==> config.mk <==
export PLATFORM = sky130hd
export DESIGN_NAME = can_fc_tracker
export DESIGN_NICKNAME = d
export VERILOG_FILES = /design/src/rtl/can_fc_pkg.sv /design/src/rtl/can_fc_errcnt.sv /design/src/rtl/can_fc_recovery.sv /design/src/rtl/can_fc_fsm.sv /design/src/rtl/can_fc_tracker.sv
export SDC_FILE = /design/constraint.sdc
export NUM_CORES = 1
export LEC_CHECK = 0
export ABC_AREA = 1
export ABC_CLOCK_PERIOD_IN_PS = 5300
export BUFFER_PORTS_ARGS = -buffer_cell sky130_fd_sc_hd__buf_2
export CAP_MARGIN = 10
export CORE_UTILIZATION = 50
export CTS_CLUSTER_DIAMETER = 100
export DETAILED_ROUTE_END_ITERATION = 16
export GPL_TIMING_DRIVEN = 0
export PLACE_DENSITY = 0.7
export SYNTH_ARGS = -nofsm -noshare
export SYNTH_HDL_FRONTEND = slang
export SYNTH_SLANG_ARGS = --single-unit
==> constraint.sdc <==
create_clock -name clk -period 5.3 [get_ports clk]
set_input_delay 1.06 -clock clk [delete_from_list [all_inputs] [get_ports clk]]
set_output_delay 1.06 -clock clk [all_outputs]
set_load 0.05 [all_outputs]
==> src/rtl/can_fc_pkg.sv <==
package can_fc_pkg;

    typedef enum logic [1:0] {
        ST_ACTIVE  = 2'd0,
        ST_PASSIVE = 2'd1,
        ST_BUSOFF  = 2'd2,
        ST_HALT    = 2'd3
    } fc_state_e;

endpackage

==> src/rtl/can_fc_errcnt.sv <==
// Saturating up/down error counter with a gated update and synchronous clear.
module can_fc_errcnt #(
    parameter int W    = 9,
    parameter int STEP = 8
) (
    input  logic         clk,
    input  logic         rst_n,
    input  logic         en,
    input  logic         clr,
    input  logic         inc,
    input  logic         dec,
    output logic [W-1:0] cnt_nx,
    output logic [W-1:0] cnt_q
);

    localparam logic [W-1:0] CNT_MAX = {W{1'b1}};
    localparam logic [W:0]   STEP_W  = (W+1)'(STEP);

    logic [W:0] sum;

    always_comb begin
        sum    = {1'b0, cnt_q} + STEP_W;
        cnt_nx = cnt_q;
        if (clr) begin
            cnt_nx = '0;
        end else if (en) begin
            if (inc) begin
                cnt_nx = sum[W] ? CNT_MAX : sum[W-1:0];
            end else if (dec && (cnt_q != '0)) begin
                cnt_nx = cnt_q - 1'b1;
            end
        end
    end

    always_ff @(posedge clk) begin
        if (!rst_n) cnt_q <= '0;
        else        cnt_q <= cnt_nx;
    end

endmodule

==> src/rtl/can_fc_recovery.sv <==
// Counts idle-run pulses while armed; flags the pulse that completes recovery.
module can_fc_recovery #(
    parameter int SEQS = 128
) (
    input  logic clk,
    input  logic rst_n,
    input  logic arm,
    input  logic seq_pulse,
    output logic done
);

    localparam int CW = $clog2(SEQS + 1);
    localparam logic [CW-1:0] LAST = CW'(SEQS - 1);

    logic [CW-1:0] seen_q;

    assign done = arm && seq_pulse && (seen_q == LAST);

    always_ff @(posedge clk) begin
        if (!rst_n || !arm || done) seen_q <= '0;
        else if (seq_pulse)         seen_q <= seen_q + 1'b1;
    end

endmodule

==> src/rtl/can_fc_fsm.sv <==
// Fault confinement state machine and registered status outputs.
module can_fc_fsm
    import can_fc_pkg::*;
#(
    parameter int CNT_W       = 9,
    parameter int WARN_LIM    = 96,
    parameter int PASSIVE_LIM = 127,
    parameter int BUSOFF_LIM  = 255
) (
    input  logic             clk,
    input  logic             rst_n,
    input  logic [CNT_W-1:0] tec_nx,
    input  logic [CNT_W-1:0] rec_nx,
    input  logic             recov_done,
    input  logic             stop_sel,
    input  logic             restart_req,
    output fc_state_e        state_q,
    output logic             cnt_en,
    output logic             err_active,
    output logic             err_passive,
    output logic             bus_off,
    output logic             warn,
    output logic             halt_ack
);

    localparam logic [CNT_W-1:0] LIM_WARN = CNT_W'(WARN_LIM);
    localparam logic [CNT_W-1:0] LIM_PAS  = CNT_W'(PASSIVE_LIM);
    localparam logic [CNT_W-1:0] LIM_BO   = CNT_W'(BUSOFF_LIM);

    fc_state_e state_nx;
    logic      over_pas;
    logic      over_bo;

    assign over_pas = (tec_nx > LIM_PAS) || (rec_nx > LIM_PAS);
    assign over_bo  = (tec_nx > LIM_BO);

    // next-state logic
    always_comb begin
        state_nx = state_q;
        unique case (state_q)
            ST_ACTIVE: begin
                if (over_bo)        state_nx = ST_BUSOFF;   // go_busoff
                else if (over_pas)  state_nx = ST_PASSIVE;  // go_passive
            end
            ST_PASSIVE: begin
                if (over_bo)        state_nx = ST_BUSOFF;   // go_busoff
                else if (!over_pas) state_nx = ST_ACTIVE;   // back_active
            end
            ST_BUSOFF: begin
                if (recov_done)     state_nx = stop_sel ? ST_HALT : ST_ACTIVE; // stop / resume
            end
            ST_HALT: begin
                if (restart_req)    state_nx = ST_ACTIVE;   // restart
            end
            default:                state_nx = ST_ACTIVE;
        endcase
    end

    // state register
    always_ff @(posedge clk) begin
        if (!rst_n) state_q <= ST_ACTIVE;
        else        state_q <= state_nx;
    end

    // output register
    always_ff @(posedge clk) begin
        if (!rst_n) begin
            err_active  <= 1'b1;
            err_passive <= 1'b0;
            bus_off     <= 1'b0;
            halt_ack    <= 1'b0;
            warn        <= 1'b0;
        end else begin
            err_active  <= (state_nx == ST_ACTIVE);
            err_passive <= (state_nx == ST_PASSIVE);
            bus_off     <= (state_nx == ST_BUSOFF);
            halt_ack    <= (state_nx == ST_HALT);
            warn        <= (tec_nx > LIM_WARN) || (rec_nx > LIM_WARN);
        end
    end

    assign cnt_en = (state_q == ST_ACTIVE) || (state_q == ST_PASSIVE);

endmodule

==> src/rtl/can_fc_tracker.sv <==
// Top level: two error counters, bus-off recovery counter, state machine.
module can_fc_tracker
    import can_fc_pkg::*;
#(
    parameter int CNT_W       = 9,
    parameter int TX_STEP     = 8,
    parameter int RX_STEP     = 1,
    parameter int WARN_LIM    = 96,
    parameter int PASSIVE_LIM = 127,
    parameter int BUSOFF_LIM  = 255,
    parameter int RECOV_SEQS  = 128
) (
    input  logic             clk,
    input  logic             rst_n,
    input  logic             tx_err,
    input  logic             rx_err,
    input  logic             tx_ok,
    input  logic             rx_ok,
    input  logic             idle_seq,
    input  logic             restart_req,
    input  logic             stop_sel,
    output logic [CNT_W-1:0] tec,
    output logic [CNT_W-1:0] rec,
    output logic             err_active,
    output logic             err_passive,
    output logic             bus_off,
    output logic             warn,
    output logic             halt_ack
);

    fc_state_e        state_q;
    logic             cnt_en;
    logic             recov_done;
    logic [CNT_W-1:0] tec_nx;
    logic [CNT_W-1:0] rec_nx;

    can_fc_errcnt #(.W(CNT_W), .STEP(TX_STEP)) u_tec (
        .clk    (clk),
        .rst_n  (rst_n),
        .en     (cnt_en),
        .clr    (recov_done),
        .inc    (tx_err),
        .dec    (tx_ok),
        .cnt_nx (tec_nx),
        .cnt_q  (tec)
    );

    can_fc_errcnt #(.W(CNT_W), .STEP(RX_STEP)) u_rec (
        .clk    (clk),
        .rst_n  (rst_n),
        .en     (cnt_en),
        .clr    (recov_done),
        .inc    (rx_err),
        .dec    (rx_ok),
        .cnt_nx (rec_nx),
        .cnt_q  (rec)
    );

    can_fc_recovery #(.SEQS(RECOV_SEQS)) u_recov (
        .clk       (clk),
        .rst_n     (rst_n),
        .arm       (state_q == ST_BUSOFF),
        .seq_pulse (idle_seq),
        .done      (recov_done)
    );

    can_fc_fsm #(
        .CNT_W       (CNT_W),
        .WARN_LIM    (WARN_LIM),
        .PASSIVE_LIM (PASSIVE_LIM),
        .BUSOFF_LIM  (BUSOFF_LIM)
    ) u_fsm (
        .clk         (clk),
        .rst_n       (rst_n),
        .tec_nx      (tec_nx),
        .rec_nx      (rec_nx),
        .recov_done  (recov_done),
        .stop_sel    (stop_sel),
        .restart_req (restart_req),
        .state_q     (state_q),
        .cnt_en      (cnt_en),
        .err_active  (err_active),
        .err_passive (err_passive),
        .bus_off     (bus_off),
        .warn        (warn),
        .halt_ack    (halt_ack)
    );

endmodule

==> impl_results.md <==
- Status: completed
- Final hold viol count: 0
- GR Util met1: 34.0%
- Most frequent CP cell: nand2_1
- Worst R2R End: u_fsm.bus_off$_SDFF_PN0_
- Met3 Resource Use GR: 4.20%
- Die Span Y: 74.1 µm
- Initial antenna violation count: 0
- Finished Layout Cells: 518
- Syn nets: 430
- GPL Wtd Cong: 0.912
- Mean Syn Cell Area: 6.29 µm²
- Largest net degree at the start of global routing: 12
- Fin crit period: 2340 ps
- RSZ-0062 raised after global routing: no
- Pin slew with the least headroom to its limit: 503 ps
- DRT iter0 DRCs: 139
- Max_cap viols: 0
- Total GRT Usage: 24.4%
- Most used DFF post-synth: dfxtp_1
- H-tree depth: 2
- Critical path class: input pin to register
- Hold_buf cts: 0
- Reg-to-reg startpoint: u_tec.cnt_q[3]$_SDFF_PN0_
- Worst-path clk slew: 70 ps
- Register Area: 661 µm²
- Area grow syn2layout: 12.7%
- Hold Crit Class: register to register
- Die area: 5480 µm²
- Worst setup path endpoint: u_fsm.warn$_SDFF_PN0_
- TritonCTS Buffers: 5
- CTS root buf: clkbuf_8
- Via density: 5.12
- Post-CTS Setup Bufs: 0
- Post-Syn Instances: 413
- Layout cells sized above 1: 21.1%
- CTS resizes: 0
- Cell leakage power: 0.00151 µW
- Gr ovfl total: 0
- Placed insts: 510
- Cell area power density: 370 nW/µm²
- Cell Area, Synth: 2600 µm²
- DR vias: 2650
- Critical path arrival: 2530 ps
- Post-DP HPWL: 4.70 mm
- Top cells by count, synth: nand2_1 (126), nor2_1 (57), nand3_1 (35)
- #FFs+latches synth: 33
- Fill cells: 490
- Clk buf depth: 2
- Top Ports: 32
- Most frequent cell after synthesis: nand2_1
- Slew headroom: 66.5%
- Register area share after synthesis: 25.4%
- CTS tree: yes
- Clock Latency Late Sink: 290 ps
- Synth area leader: dfxtp_1
- Routed WL: 6.18 mm
- Origin of the worst setup path: idle_seq
- Setup TNS: 0 ps
- # nets final: 467
- Multi-input gate area: 1690 µm²
- EDFF count, synth: 0
- Core Region: 4850 µm²
- Post-route antenna net violation count: 0
- Slowest stage delay, CP: 370 ps
- Pins Over Slew Limit: 0
- Die X: 74.1 µm
- Per-cell routed wire length: 11.9 µm
- Max Freq: 427 MHz
- CP startpoint kind: input pin
- Synth top area share: 25.4%
- Ys Warns: 0
- # diodes: 0
- Drc violations: 0
- Worst setup EP type: register
- Largest cells by area after synthesis: dfxtp_1 (25%), nand2_1 (18%), nor2_1 (8.2%)
- Share of synthesized registers carrying an async set or reset: 0%
- Final setup violation count: 0
- Crit Path Max Fanout: 9
- Flop-to-flop setup slack: 3080 ps
- Data required, critical path: 5490 ps
- Period utilisation layout: 44.1%
- Worst path slowest cell: nor4_4
- M2 GR Usage: 37.8%
- First-pass GRT wire length: 10.3 mm
- Max VDD drop: 0.000198 V
- Global route hottest layer: met2
- Worst r2r path cells: 11
- Row count: 25
- Total power: 1080 µW
- Clock sink count: 33
- Initial Utilization: 53.5%
- DR pass1 iterations: 4
- Vias in the first global route: 2306
- Critical path, cell by cell: buf_4, inv_2, nor4_4, nand2_4, clkinv_4, nor2_1, nand2_1, nand2_1, nor2_1, nand2_1, nand2_1, nand3_1, nand2_1, nand2_1
- IO Port Bufs: 30
- Clock skew: 6.33 ps
- Synth unique cells: 41
==> worst min path at each step <==
stage | end | slack [ps] | cells after the start | startpoint
6_report | u_recov.seen_q[5]$_SDFFE_PP0P_ | 480 | 2 | u_recov.seen_q[5]$_SDFFE_PP0P_
5_1_grt | u_recov.seen_q[5]$_SDFFE_PP0P_ | 510 | 2 | u_recov.seen_q[5]$_SDFFE_PP0P_
4_1_cts | u_recov.seen_q[5]$_SDFFE_PP0P_ | 480 | 2 | u_recov.seen_q[5]$_SDFFE_PP0P_
3_5_place_dp | u_recov.seen_q[5]$_SDFFE_PP0P_ | 470 | 2 | u_recov.seen_q[5]$_SDFFE_PP0P_
3_3_place_gp | u_recov.seen_q[5]$_SDFFE_PP0P_ | 460 | 2 | u_recov.seen_q[5]$_SDFFE_PP0P_
2_1_floorplan | u_recov.seen_q[5]$_SDFFE_PP0P_ | 450 | 2 | u_recov.seen_q[5]$_SDFFE_PP0P_
==> per-stage QoR <==
stage / hold WS [ps] / utilization, % / instance area, µm² / setup WS, ps
6_report: 475 / 60.4 / 2930 / 2960
5_1_grt: 507 / 60.4 / 2930 / 2810
4_1_cts: 479 / 60.4 / 2930 / 2980
3_5_place_dp: 468 / 58.4 / 2830 / 2670
3_3_place_gp: 461 / 58.4 / 2830 / 2660
2_1_floorplan: 452 / - / 2600 / 2920
==> layout by cell type, fill, tap and decap left out, drive strengths merged, types with 3 or more instances in the layout <==
master  count
or2         3
nor2       65
nand2     140
buf        38
nor3        8
inv        44
clkbuf      9
nand4       3
a21oi      18
nand3      37
clkinv      5
ha          8
o21ai      17
xor2       12
dfxtp      33
==> routing by layer <==
layer / part of all wire, % / vias up / wire, µm
met5: 0 / - / 0
met4: 1.3 / 0 / 80
met3: 6.3 / 10 / 387
met2: 45 / 76 / 2750
met1: 48 / 1185 / 2960
li1: - / 1379 / -
==> report_power, final <==
group          total, µW  internal [µW]  switching (µW)  leakage [µW]
Sequential           326            283            42.7      0.000272
Combinational        558            171             387       0.00118
Clock                200            105            95.1     0.0000512
==> kinds of logic (layout without fill, tap and decap cells) <==
kind of cell,after synthesis,after routing,share of synthesized area (%)
and+or+nand+nor,262,262,47.8
AOI/OAI and AO/OA,39,39,9.16
xor gates and xnor gates,13,13,4.39
DFF,33,33,25.4
adders and majority gates,8,8,3.86
buffers and inverters,58,96,9.35
==> final cells by class <==
cell class	instances	share of cell area, %
multi-input cells	322	57.8
flip-flops and latches	33	22.6
inverters	47	6.20
repair buffers	30	5.13
well taps	67	2.86
clock buffers	6	2.82
plain buffers	11	2.09
clock inverters	2	0.470
==> critical path, delay by kind of cell <==
| kind | cells | cell delay (ps) |
|---|---|---|
| buffers and inverters | 3 | 310 |
| and+or+nand+nor | 11 | 1150 |
==> state kept, by name, summed over array words and instances, names as in the netlist <==
register / cells
u_fsm.bus_off: 1
u_recov.seen_q: 8
u_rec.cnt_q: 9
u_fsm.err_passive: 1
u_fsm.state_q: 2
u_fsm.warn: 1
u_tec.cnt_q: 9
u_fsm.halt_ack: 1
u_fsm.err_active: 1
Power figures use the tool's default switching activity.
